<file path="src/rtl/idx_ea_pkg.sv">
package idx_ea_pkg;

   typedef enum logic [1:0] {
      SZ_BYTE     = 2'd0,
      SZ_WORD     = 2'd1,
      SZ_LONG     = 2'd2,
      SZ_LONG_ALT = 2'd3
   } op_size_e;

   // Brief extension word, with the fields that feed the address path
   typedef struct packed {
      logic       is_addr;
      logic [2:0] regnum;
      logic       long_idx;
      logic [1:0] scale;
      logic [7:0] disp;
   } ext_fields_t;

   // Word and long accesses are the ones that care about alignment
   function automatic logic size_is_multibyte(input logic [1:0] sz);
      return op_size_e'(sz) != SZ_BYTE;
   endfunction

endpackage

</file>
<file path="src/rtl/idx_ea_extdec.sv">
module idx_ea_extdec
   import idx_ea_pkg::*;
(
   input  logic [15:0]  ext_word,
   input  logic         mode_ext,
   output ext_fields_t  fields,
   output logic         fmt_reject
);

   always_comb begin
      fields.is_addr  = ext_word[15];
      fields.regnum   = ext_word[14:12];
      fields.long_idx = ext_word[11];
      // legacy mode reads the scale bits as zero
      fields.scale    = mode_ext ? ext_word[10:9] : 2'b00;
      fields.disp     = ext_word[7:0];
      // the format flag is only meaningful in extended mode
      fmt_reject      = mode_ext & ext_word[8];
   end

endmodule

</file>
<file path="src/rtl/idx_ea_index.sv">
module idx_ea_index #(
   parameter int ADDR_W     = 32,
   parameter int NUM_REGS   = 8,
   parameter int SHORT_W    = 16,
   parameter int SCALE_IMPL = 0
) (
   input  logic [NUM_REGS*ADDR_W-1:0] data_regs,
   input  logic [NUM_REGS*ADDR_W-1:0] addr_regs,
   input  logic                       is_addr,
   input  logic [$clog2(NUM_REGS)-1:0] regnum,
   input  logic                       long_idx,
   input  logic [1:0]                 scale,
   output logic [ADDR_W-1:0]          idx_scaled
);

   localparam int EXT_W = ADDR_W - SHORT_W;

   logic [ADDR_W-1:0] bank_d [NUM_REGS];
   logic [ADDR_W-1:0] bank_a [NUM_REGS];
   logic [ADDR_W-1:0] raw;
   logic [ADDR_W-1:0] idx_val;

   for (genvar g = 0; g < NUM_REGS; g++) begin : g_unpack
      assign bank_d[g] = data_regs[g*ADDR_W +: ADDR_W];
      assign bank_a[g] = addr_regs[g*ADDR_W +: ADDR_W];
   end

   assign raw = is_addr ? bank_a[regnum] : bank_d[regnum];

   always_comb begin
      if (long_idx) idx_val = raw;
      else          idx_val = {{EXT_W{raw[SHORT_W-1]}}, raw[SHORT_W-1:0]};
   end

   if (SCALE_IMPL == 0) begin : g_shift
      assign idx_scaled = idx_val << scale;
   end else begin : g_mux
      always_comb begin
         unique case (scale)
            2'd0: idx_scaled = idx_val;
            2'd1: idx_scaled = {idx_val[ADDR_W-2:0], 1'b0};
            2'd2: idx_scaled = {idx_val[ADDR_W-3:0], 2'b00};
            default: idx_scaled = {idx_val[ADDR_W-4:0], 3'b000};
         endcase
      end
   end

endmodule

</file>
<file path="src/rtl/idx_ea_sum.sv">
module idx_ea_sum #(
   parameter int ADDR_W  = 32,
   parameter int DISP_W  = 8,
   parameter int USE_CSA = 1
) (
   input  logic [ADDR_W-1:0] base,
   input  logic [DISP_W-1:0] disp,
   input  logic [ADDR_W-1:0] idx,
   output logic [ADDR_W-1:0] ea
);

   localparam int PAD_W = ADDR_W - DISP_W;

   logic [ADDR_W-1:0] disp_x;
   assign disp_x = {{PAD_W{disp[DISP_W-1]}}, disp};

   if (USE_CSA != 0) begin : g_csa
      logic [ADDR_W-1:0] s_vec;
      logic [ADDR_W-1:0] c_vec;
      logic [ADDR_W-1:0] maj;
      assign s_vec = base ^ disp_x ^ idx;
      assign maj   = (base & disp_x) | (base & idx) | (disp_x & idx);
      assign c_vec = {maj[ADDR_W-2:0], 1'b0};
      assign ea    = s_vec + c_vec;
   end else begin : g_ripple
      assign ea = base + disp_x + idx;
   end

endmodule

</file>
<file path="src/rtl/idx_ea_result.sv">
module idx_ea_result #(
   parameter int ADDR_W = 32
) (
   input  logic              clk,
   input  logic              rst_n,
   input  logic              accept,
   input  logic              align_trap_en,
   input  logic              fmt_reject,
   input  logic [ADDR_W-1:0] ea,
   output logic              ready,
   output logic              res_valid,
   output logic [ADDR_W-1:0] res_addr,
   output logic              res_addr_err,
   output logic              res_fmt_err
);

   logic misaligned;
   assign misaligned = align_trap_en & ea[0] & ~fmt_reject;

   always_ff @(posedge clk or negedge rst_n) begin
      if (!rst_n) begin
         ready        <= 1'b0;
         res_valid    <= 1'b0;
         res_addr     <= '0;
         res_addr_err <= 1'b0;
         res_fmt_err  <= 1'b0;
      end else begin
         ready <= 1'b1;
         if (accept) begin
            res_valid    <= 1'b1;
            res_addr_err <= misaligned;
            res_fmt_err  <= fmt_reject;
            res_addr     <= (misaligned | fmt_reject) ? '0 : ea;
         end else begin
            res_valid    <= 1'b0;
            res_addr_err <= 1'b0;
            res_fmt_err  <= 1'b0;
            res_addr     <= '0;
         end
      end
   end

endmodule

</file>
<file path="src/rtl/idx_ea_calc.sv">
module idx_ea_calc
   import idx_ea_pkg::*;
#(
   parameter int ADDR_W     = 32,
   parameter int NUM_REGS   = 8,
   parameter int SHORT_W    = 16,
   parameter int DISP_W     = 8,
   parameter int SCALE_IMPL = 0,
   parameter int USE_CSA    = 1
) (
   input  logic                       clk,
   input  logic                       rst_n,
   input  logic                       req_valid,
   output logic                       req_ready,
   input  logic                       mode_ext,
   input  logic [1:0]                 op_size,
   input  logic [15:0]                ext_word,
   input  logic [ADDR_W-1:0]          base_addr,
   input  logic [NUM_REGS*ADDR_W-1:0] data_regs,
   input  logic [NUM_REGS*ADDR_W-1:0] addr_regs,
   output logic                       res_valid,
   output logic [ADDR_W-1:0]          res_addr,
   output logic                       res_addr_err,
   output logic                       res_fmt_err
);

   localparam int REG_SEL_W = $clog2(NUM_REGS);

   if (NUM_REGS != 8) begin : g_chk_regs
      $error("idx_ea_calc: the extension word addresses exactly 8 registers per bank");
   end
   if (SHORT_W < 2 || SHORT_W >= ADDR_W) begin : g_chk_short
      $error("idx_ea_calc: SHORT_W must lie between 2 and ADDR_W-1");
   end
   if (DISP_W != 8) begin : g_chk_disp
      $error("idx_ea_calc: brief extension word carries an 8-bit displacement");
   end
   if (ADDR_W < 16) begin : g_chk_addr
      $error("idx_ea_calc: ADDR_W must be at least 16");
   end

   ext_fields_t       fld;
   logic              fmt_reject;
   logic [ADDR_W-1:0] idx_scaled;
   logic [ADDR_W-1:0] ea;
   logic              accept;
   logic              align_trap_en;

   idx_ea_extdec u_dec (
      .ext_word   (ext_word),
      .mode_ext   (mode_ext),
      .fields     (fld),
      .fmt_reject (fmt_reject)
   );

   idx_ea_index #(
      .ADDR_W     (ADDR_W),
      .NUM_REGS   (NUM_REGS),
      .SHORT_W    (SHORT_W),
      .SCALE_IMPL (SCALE_IMPL)
   ) u_idx (
      .data_regs  (data_regs),
      .addr_regs  (addr_regs),
      .is_addr    (fld.is_addr),
      .regnum     (fld.regnum[REG_SEL_W-1:0]),
      .long_idx   (fld.long_idx),
      .scale      (fld.scale),
      .idx_scaled (idx_scaled)
   );

   idx_ea_sum #(
      .ADDR_W  (ADDR_W),
      .DISP_W  (DISP_W),
      .USE_CSA (USE_CSA)
   ) u_sum (
      .base (base_addr),
      .disp (fld.disp[DISP_W-1:0]),
      .idx  (idx_scaled),
      .ea   (ea)
   );

   assign accept        = req_valid & req_ready;
   assign align_trap_en = ~mode_ext & size_is_multibyte(op_size);

   idx_ea_result #(
      .ADDR_W (ADDR_W)
   ) u_res (
      .clk           (clk),
      .rst_n         (rst_n),
      .accept        (accept),
      .align_trap_en (align_trap_en),
      .fmt_reject    (fmt_reject),
      .ea            (ea),
      .ready         (req_ready),
      .res_valid     (res_valid),
      .res_addr      (res_addr),
      .res_addr_err  (res_addr_err),
      .res_fmt_err   (res_fmt_err)
   );

endmodule

</file>
<file path="config.mk">
export PLATFORM = sky130hd
export DESIGN_NAME = idx_ea_calc
export DESIGN_NICKNAME = d
export VERILOG_FILES = /design/src/rtl/idx_ea_pkg.sv /design/src/rtl/idx_ea_extdec.sv /design/src/rtl/idx_ea_index.sv /design/src/rtl/idx_ea_sum.sv /design/src/rtl/idx_ea_result.sv /design/src/rtl/idx_ea_calc.sv
export SDC_FILE = /design/constraint.sdc
export NUM_CORES = 1
export LEC_CHECK = 0
export CAP_MARGIN = 15
export CORE_AREA = 10 10 224 226
export DETAILED_ROUTE_END_ITERATION = 10
export DIE_AREA = 0 0 234 236
export GPL_ROUTABILITY_DRIVEN = 0
export PLACE_DENSITY = 0.48
export SYNTH_ARGS = -nofsm -noshare
export SYNTH_HDL_FRONTEND = slang
export SYNTH_SLANG_ARGS = --single-unit
export TNS_END_PERCENT = 1
</file>
<file path="constraint.sdc">
create_clock -name clk -period 2 [get_ports clk]
set_input_delay 0.3 -clock clk [delete_from_list [all_inputs] [get_ports clk]]
set_output_delay 0.3 -clock clk [all_outputs]
set_load 0.03 [all_outputs]
</file>
==> results by group, run 1 <==
CTS
  • Max Root-Sink Buffers: 2
  • CTS tree: built
  • H-tree Lvls: 2
  • Num CTS Buffers: 5
  • Clk_lat worst skew: between 0.2 and 0.3 ns
  • Clock Pin Slew Worst Setup and Hold Paths: 0.06 ns
  • Clk sinks: 36
  • CTS root buffer: clkbuf_16

Cells and area
  • Layout cells sized above 1: between 30% and 40%
  • Fillers: between 4,000 and 5,000
  • Commonest cells after routing, fill and taps aside: 571 x clkdlybuf4s50_1, 171 x buf_4, 170 x mux4_2
  • Final instance area: between 15,000 and 20,000 um2
  • Commonest non-fill, non-tap cell in the layout: clkdlybuf4s50_1
  • Nets: 2,042
  • Area delta synth->final: 108.8%
  • Fin util: 36.38%

Timing
  • Max Fclk: around 230 MHz
  • Tmin final: between 4 and 5 ns
  • Slew HR: between 40% and 50%
  • Final hold viol count: 0
  • Tightest Pin Transition: 0.8256 ns
  • Clock Skew: 0.007212 ns
  • Final Cycle Share: 221.0%
  • Slew Viols, Final: 0
  • Final WS setup: -2.421 ns
  • Setup violators final: 33
  • RSZ-0062 raised after global routing: yes

Logic synthesis
  • Post-synthesis sequential area ratio: between 10% and 20%
  • Syn avg cell area: about 12 um2
  • Mapped Area: between 7000 and 8000 um2
  • Netlist cell types: 44
  • Share of the synthesized area in the top cell type: 47.90%
  • Syn nets: 1,294
  • Ys flop type: dfrtp_1
  • Share of flip-flops with an asynchronous set or reset: between 90% and 100%
  • Post-Synthesis Cells: around 670
  • FF+latch count, synth: 36
  • Yosys warning total: 0
  • Synth area leaders: mux4_2 48%, dfrtp_1 11%, fa_1 8.0%
  • Post-synth EDFFs: 0
  • Yosys top cell by area: mux4_2

Routing
  • Routed WL per cell: ~28 um
  • DR pass1 iterations: 5
  • Routed WL: 56,510 um
  • Antenna-violating nets left: 0
  • Vias: roughly 9,000
  • Starting DRT DRC Count: 566
  • Via/cell ratio: 4.557
  • Post-route DRC: 0

Die
  • CORE AREA: about 46,000 um2
  • Std cell rows: 79
  • Die Width: 234 um
  • I/O Pins: roughly 600
  • Die H: approximately 240 um
  • Initial Util: roughly 17%
  • Die ar.: roughly 55,000 um2

Job
  • Max-cap violation count: 0

Status
  • Failing checks: negative setup slack
  • Outcome: finished with violations

Setup path
  • Critical Path RT: approximately 2.2 ns
  • Largest fanout on the critical path: 4
  • Critical Path End Type: flip-flop
  • Setup CP Type: input port to flip-flop
  • CP Launch Type: input port
  • Critical Path AT: around 4.6 ns

Global routing
  • Vias in the first global route: about 10,000
  • First-pass GRT wire length: 77,830 um
  • GR Overflow Total: 0
  • Pin count of the biggest net entering global routing: 45
  • Tot GR Track Use: between 10% and 20%
  • Initial antenna violation count: 24

Place
  • Area after DPL: about 16,000 um2
  • PortBufs: 601
  • Detail Placement HPWL: 51,650 um

Power
  • Pwr/cell area: 541.8 nW/um2
  • Worst vdd ir: slightly above 0.0004 V
  • P_leak: around 6.5 nW

Hold path
  • Hold Crit Class: input port to async pin
flip-flops by register name (all words and copies together) (netlist names):
signal / cells
u_res.res_valid: 1
u_res.res_addr: 32
u_res.res_addr_err: 1
u_res.ready: 1
u_res.res_fmt_err: 1
synth_stat cells (all sizes together), types with 3 or more instances:
cell / instances
mux4: 170
nand2: 68
nor2: 39
dfrtp: 36
fa: 32
a21oi: 30
ha: 30
clkbuf: 29
buf: 28
a31oi: 20
o21ai: 20
a21o: 15
inv: 15
mux2: 13
nand3: 13
xnor2: 12
xor2: 11
and2: 9
mux2i: 8
nor2b: 8
nor3: 8
o211ai: 8
a211oi: 6
and3: 6
o21a: 5
nand2b: 4
and4: 3
nand4: 3
nor3b: 3
power by group:
group	internal [mW]	switching (mW)
sequential	0.837	0.0356
combinational	4.14	3.12
clock	0.585	0.316
total	5.57	3.47
worst max-delay path, stage by stage:
cell,delay [ns]
clkdlybuf4s50_1,0.49
mux4_2,0.49
mux4_2,0.54
mux4_2,0.51
fa_1,0.55
ha_4,0.23
a2111oi_2,0.32
o21ai_1,0.18
nand3_2,0.14
nand2_2,0.08
o211ai_1,0.19
buf_4,0.16
nand4b_1,0.12
and4_1,0.17
nand2b_1,0.13
stage by stage:
step	hold WS (ns)	cells	worst slack, ns	setup TNS (ns)	power [mW]
2_1_floorplan	0.004409	666	-2.422	-65.84	4.277
3_3_place_gp	0.4449	2001	-2.984	-81.73	7.603
3_5_place_dp	0.4527	2001	-3.011	-82.54	7.631
4_1_cts	0.1475	2021	-2.421	-65.72	8.995
5_1_grt	0.1834	2030	-2.568	-70.00	9.695
6_report	0.1097	2032	-2.421	-65.23	9.040
routing by layer:
| metal | vias to the layer above | global-route usage (%) | routed length, um |
|---|---|---|---|
| li1 | 4209 | - | - |
| met1 | 4646 | 22.19 | 21330 |
| met2 | 359 | 36.81 | 30660 |
| met3 | 36 | 4.585 | 3777 |
| met4 | 10 | 4.047 | 673 |
| met5 | - | 0 | 64 |
area by class of cell:
class	count	area [um2]	area share, %
clock buffer	5	125.1	0.7499
tap	607	759.5	4.552
sequential	36	900.9	5.399
antenna	10	25.02	0.1500
inverter	15	56.30	0.3374
multi-input combinational	558	7082	42.44
clock inverter	3	42.54	0.2549
timing repair buffer	798	7695	46.12
worst paths after layout:
check | from | end | slack, ns | depth (start not counted)
min in group clk | ext_word[8] | u_res.res_fmt_err$_DFF_PN0_ | 0.62 | 3
worst min register to register | u_res.ready$_DFF_PN0_ | u_res.res_fmt_err$_DFF_PN0_ | 0.62 | 2
worst max register to register | u_res.ready$_DFF_PN0_ | u_res.res_addr[27]$_DFF_PN0_ | 0.56 | 8
max in group asynchronous | rst_n | u_res.res_addr[24]$_DFF_PN0_ | 1.36 | 1
worst min-delay path | rst_n | u_res.res_addr[3]$_DFF_PN0_ | 0.11 | 1
worst max-delay path | data_regs[7] | u_res.res_addr[28]$_DFF_PN0_ | -2.42 | 15
cell families after synthesis:
family                   after synthesis  synth area share [%]
multiplexers                         191                 50.74
AND/OR/NAND/NOR                      168                 9.737
AO/OA/AOI/OAI                        113                 8.892
buffers and inverters                 72                 3.992
adder cells (fa/ha/maj)               62                 12.71
flip-flops                            36                 11.27
XOR/XNOR                              23                 2.614
other                                  1               0.04692
timing repair:
item,4_1_cts,5_1_grt
buffers inserted,11,1
pin swaps,45,9
gates resized for setup,79,23
gates cloned,1,0
hold buffers,0,0
endpoints found under the setup margin,33,33
hold endpoints to repair,0,0
(Power assumes the default switching activity.)
==> run 2: changes to the inputs <==
CORE_AREA = 10 10 227 229   (was 10 10 224 226)
DIE_AREA = 0 0 237 239   (was 0 0 234 236)
PLACE_DENSITY = 0.47   (was 0.48)
clock period = 4.5 ns   (was 2 ns; I/O delays follow)
==> run 2 against run 1 <==
  * The flow still finishes with violations (negative setup slack)
  * Die area increased by 2.6%
  * Via count decreased by 1.5%
  * Combinational power is 57% lower
  * Cell area down 1.4%
  * Clock power fell by 56%
  * First-iteration DRC count shrank 12%
  * Core utilization fell by 1.5 points
  * Wire length is 4.7% higher
  * Worst hold slack better by 0.38 ns
  * Flip-flop and latch count unchanged
  * Critical path type unchanged
  * Critical endpoint unchanged
==> results by group, run 2 (same netlist as run 1, synthesis figures left out) <==
Cells and area
  • Commonest non-fill, non-tap cell in the layout: clkdlybuf4s50_1
  • Layout cells sized above 1: between 20 and 30%
  • Nets: ~2,000
  • Commonest cells after routing, fill and taps aside: 572 x clkdlybuf4s50_1, 170 x mux4_2, 132 x buf_4
  • Final cell count without fillers: 1,999
  • Multi-input gate area: roughly 7000 um2
  • Biggest register: u_res.res_addr
  • Final instance area: 16,450 um2
  • Area delta synth->final: 105.8%
  • Largest register FFs: 32
  • Register area: approximately 900 um2
  • Fillers: between 4,000 and 5,000

Routing
  • Post-route DRC: 0
  • Via/cell ratio: around 4.6
  • Vias: around 9,000
  • Starting DRT DRC Count: around 500
  • Routed WL per cell: 29.60 um
  • DR pass1 iterations: 4
  • Routed WL: 59,170 um
  • Antenna-violating nets left: 0

CTS
  • H-tree Lvls: 2
  • CTS root buffer: clkbuf_16
  • Clk_lat worst skew: 0.28 ns
  • Max Root-Sink Buffers: 2
  • Clock Pin Slew Worst Setup and Hold Paths: 0.06 ns
  • Num CTS Buffers: 5
  • CTS tree: built
  • Clk sinks: 36

Timing
  • Setup violators final: 17
  • Max Fclk: between 200 and 250 MHz
  • Final Cycle Share: 106.6%
  • Slew HR: 45.45%
  • Final WS setup: -0.2986 ns
  • Clock Skew: just under 0.007 ns
  • Tightest Pin Transition: between 0.8 and 0.9 ns
  • Final hold viol count: 0
  • Tmin final: ~4.8 ns
  • Slew Viols, Final: 0
  • RSZ-0062 raised after global routing: yes

Status
  • Outcome: finished with violations
  • Failing checks: negative setup slack

Setup path
  • Critical Path End Type: flip-flop
  • CP Launch Type: input port
  • Setup CP Type: input port to flip-flop
  • Critical Path RT: around 4.7 ns
  • Critical Path AT: between 5 and 6 ns
  • Largest fanout on the critical path: 6

Power
  • Net switching power figure: 1.524 mW
  • Worst vdd ir: between 0.00015 and 0.0002 V
  • P_leak: around 6.4 nW
  • Sw frac: slightly below 40%
  • Power share of the combinational group: 80.0%
  • Int Power: roughly 2.4 mW
  • Clk pwr share: 10.2%
  • Sequential Power Share: under 10%
  • Pwr/cell area: approximately 240 nW/um2

Global routing
  • Tot GR Track Use: 20.05%
  • GR Overflow Total: 0
  • First-pass GRT wire length: approximately 81,000 um
  • Pin count of the biggest net entering global routing: 37
  • Vias in the first global route: around 10,000
  • Initial antenna violation count: 45

Die
  • Std cell rows: 80
  • Die Width: ~240 um
  • Die H: about 240 um
  • Initial Util: between 15 and 20%
  • I/O Pins: ~600
  • Die ar.: roughly 57,000 um2
  • CORE AREA: approximately 47,000 um2

Place
  • Pre-CTS setup slack: -0.9061 ns
  • Area after DPL: between 15,000 and 20,000 um2
  • Detail Placement HPWL: between 50,000 and 60,000 um
  • PortBufs: about 600
  • Placed Instances: a little under 2,000

Job
  • Max-cap violation count: 0

Hold path
  • Hold Crit Class: input port to async pin
-- run 2: cell count changes in the layout (fill, tap and decap cells not counted), moves of 5 or more --
cell            previous run  this run
nand2_2                    7         2
dlymetal6s2s_1             1        12
buf_4                    171       132
dlygate4sd2_1             23        11
nand2_1                   61        66
-- run 2: worst paths after layout --
kind / slack (ns) / startpoint / depth (start not counted) / end
worst min register to register: 0.55 / u_res.ready$_DFF_PN0_ / 2 / u_res.res_valid$_DFF_PN0_
max in group asynchronous: 3.49 / rst_n / 1 / u_res.res_addr[23]$_DFF_PN0_
worst max register to register: 3.09 / u_res.ready$_DFF_PN0_ / 6 / u_res.res_addr[28]$_DFF_PN0_
min in group clk: 0.55 / u_res.ready$_DFF_PN0_ / 2 / u_res.res_valid$_DFF_PN0_
worst min-delay path: 0.49 / rst_n / 1 / u_res.res_valid$_DFF_PN0_
worst max-delay path: -0.30 / data_regs[235] / 15 / u_res.res_addr[28]$_DFF_PN0_
-- run 2: power by group through the flow --
stage	logic, mW	registers, mW	clock network, mW
2_1_floorplan	1.41	0.493	0
3_5_place_dp	2.93	0.394	0
4_1_cts	3.08	0.388	0.411
6_report	3.14	0.387	0.398
3_3_place_gp	2.91	0.394	0
5_1_grt	3.41	0.392	0.426
-- run 2: final cells by class --
type                    count  share of cell area (%)
diodes                     13                  0.1978
well taps                 615                   4.679
flip-flops and latches     36                   5.477
clock inverters             3                  0.2587
multi-input cells         558                   43.07
clock buffers               5                  0.7607
repair buffers            754                   45.21
inverters                  15                  0.3423
-- run 2: stage by stage --
step                      TNS, ns  total power [mW]  util [%]  hold slack [ns]
after floorplan            -3.279             1.901         -           0.3794
after global placement     -13.26             3.307     33.37           0.5372
after detailed placement   -13.53             3.321     33.37           0.5468
after CTS                  -2.834             3.876     34.48           0.5189
after global routing       -5.628             4.226     34.86           0.5563
final                      -2.928             3.925     34.89           0.4869
-- run 2: worst max-delay path, stage by stage --
cell and delay (ns):
clkdlybuf4s50_1 0.44, mux4_2 0.55, mux4_2 0.58, mux4_2 0.51, fa_1 0.55, ha_4 0.23, and4_1 0.21, a21o_1 0.21
a21oi_2 0.14, nand2_2 0.10, o211ai_1 0.18, buf_4 0.17, nand4b_1 0.11, a211o_1 0.28, nand2b_1 0.07
-- run 2: layer usage --
layer  part of all wire (%)  global-route usage (%)  vias to the layer above  routed length (um)
met2                     49                   33.99                      403               29010
met1                     42                   24.76                     4511               24780
met5                   0.22                       0                        -                 133
met4                   0.98                   3.551                       20                 581
li1                       -                       -                     4134                   -
met3                    7.9                   6.147                       52                4664
-- run 2: what timing repair did --
item	4_1_cts	5_1_grt
pin swaps	25	16
gates cloned	4	0
hold endpoints to repair	0	0
buffers inserted	5	2
hold buffers	0	0
setup endpoints to repair	21	20
resized for setup	55	32
==> run 3: changes to the inputs <==
CAP_MARGIN = 20   (was 15)
==> results of run 3 <==
The final DEF is identical to that of run 2; final timing and power are the same.
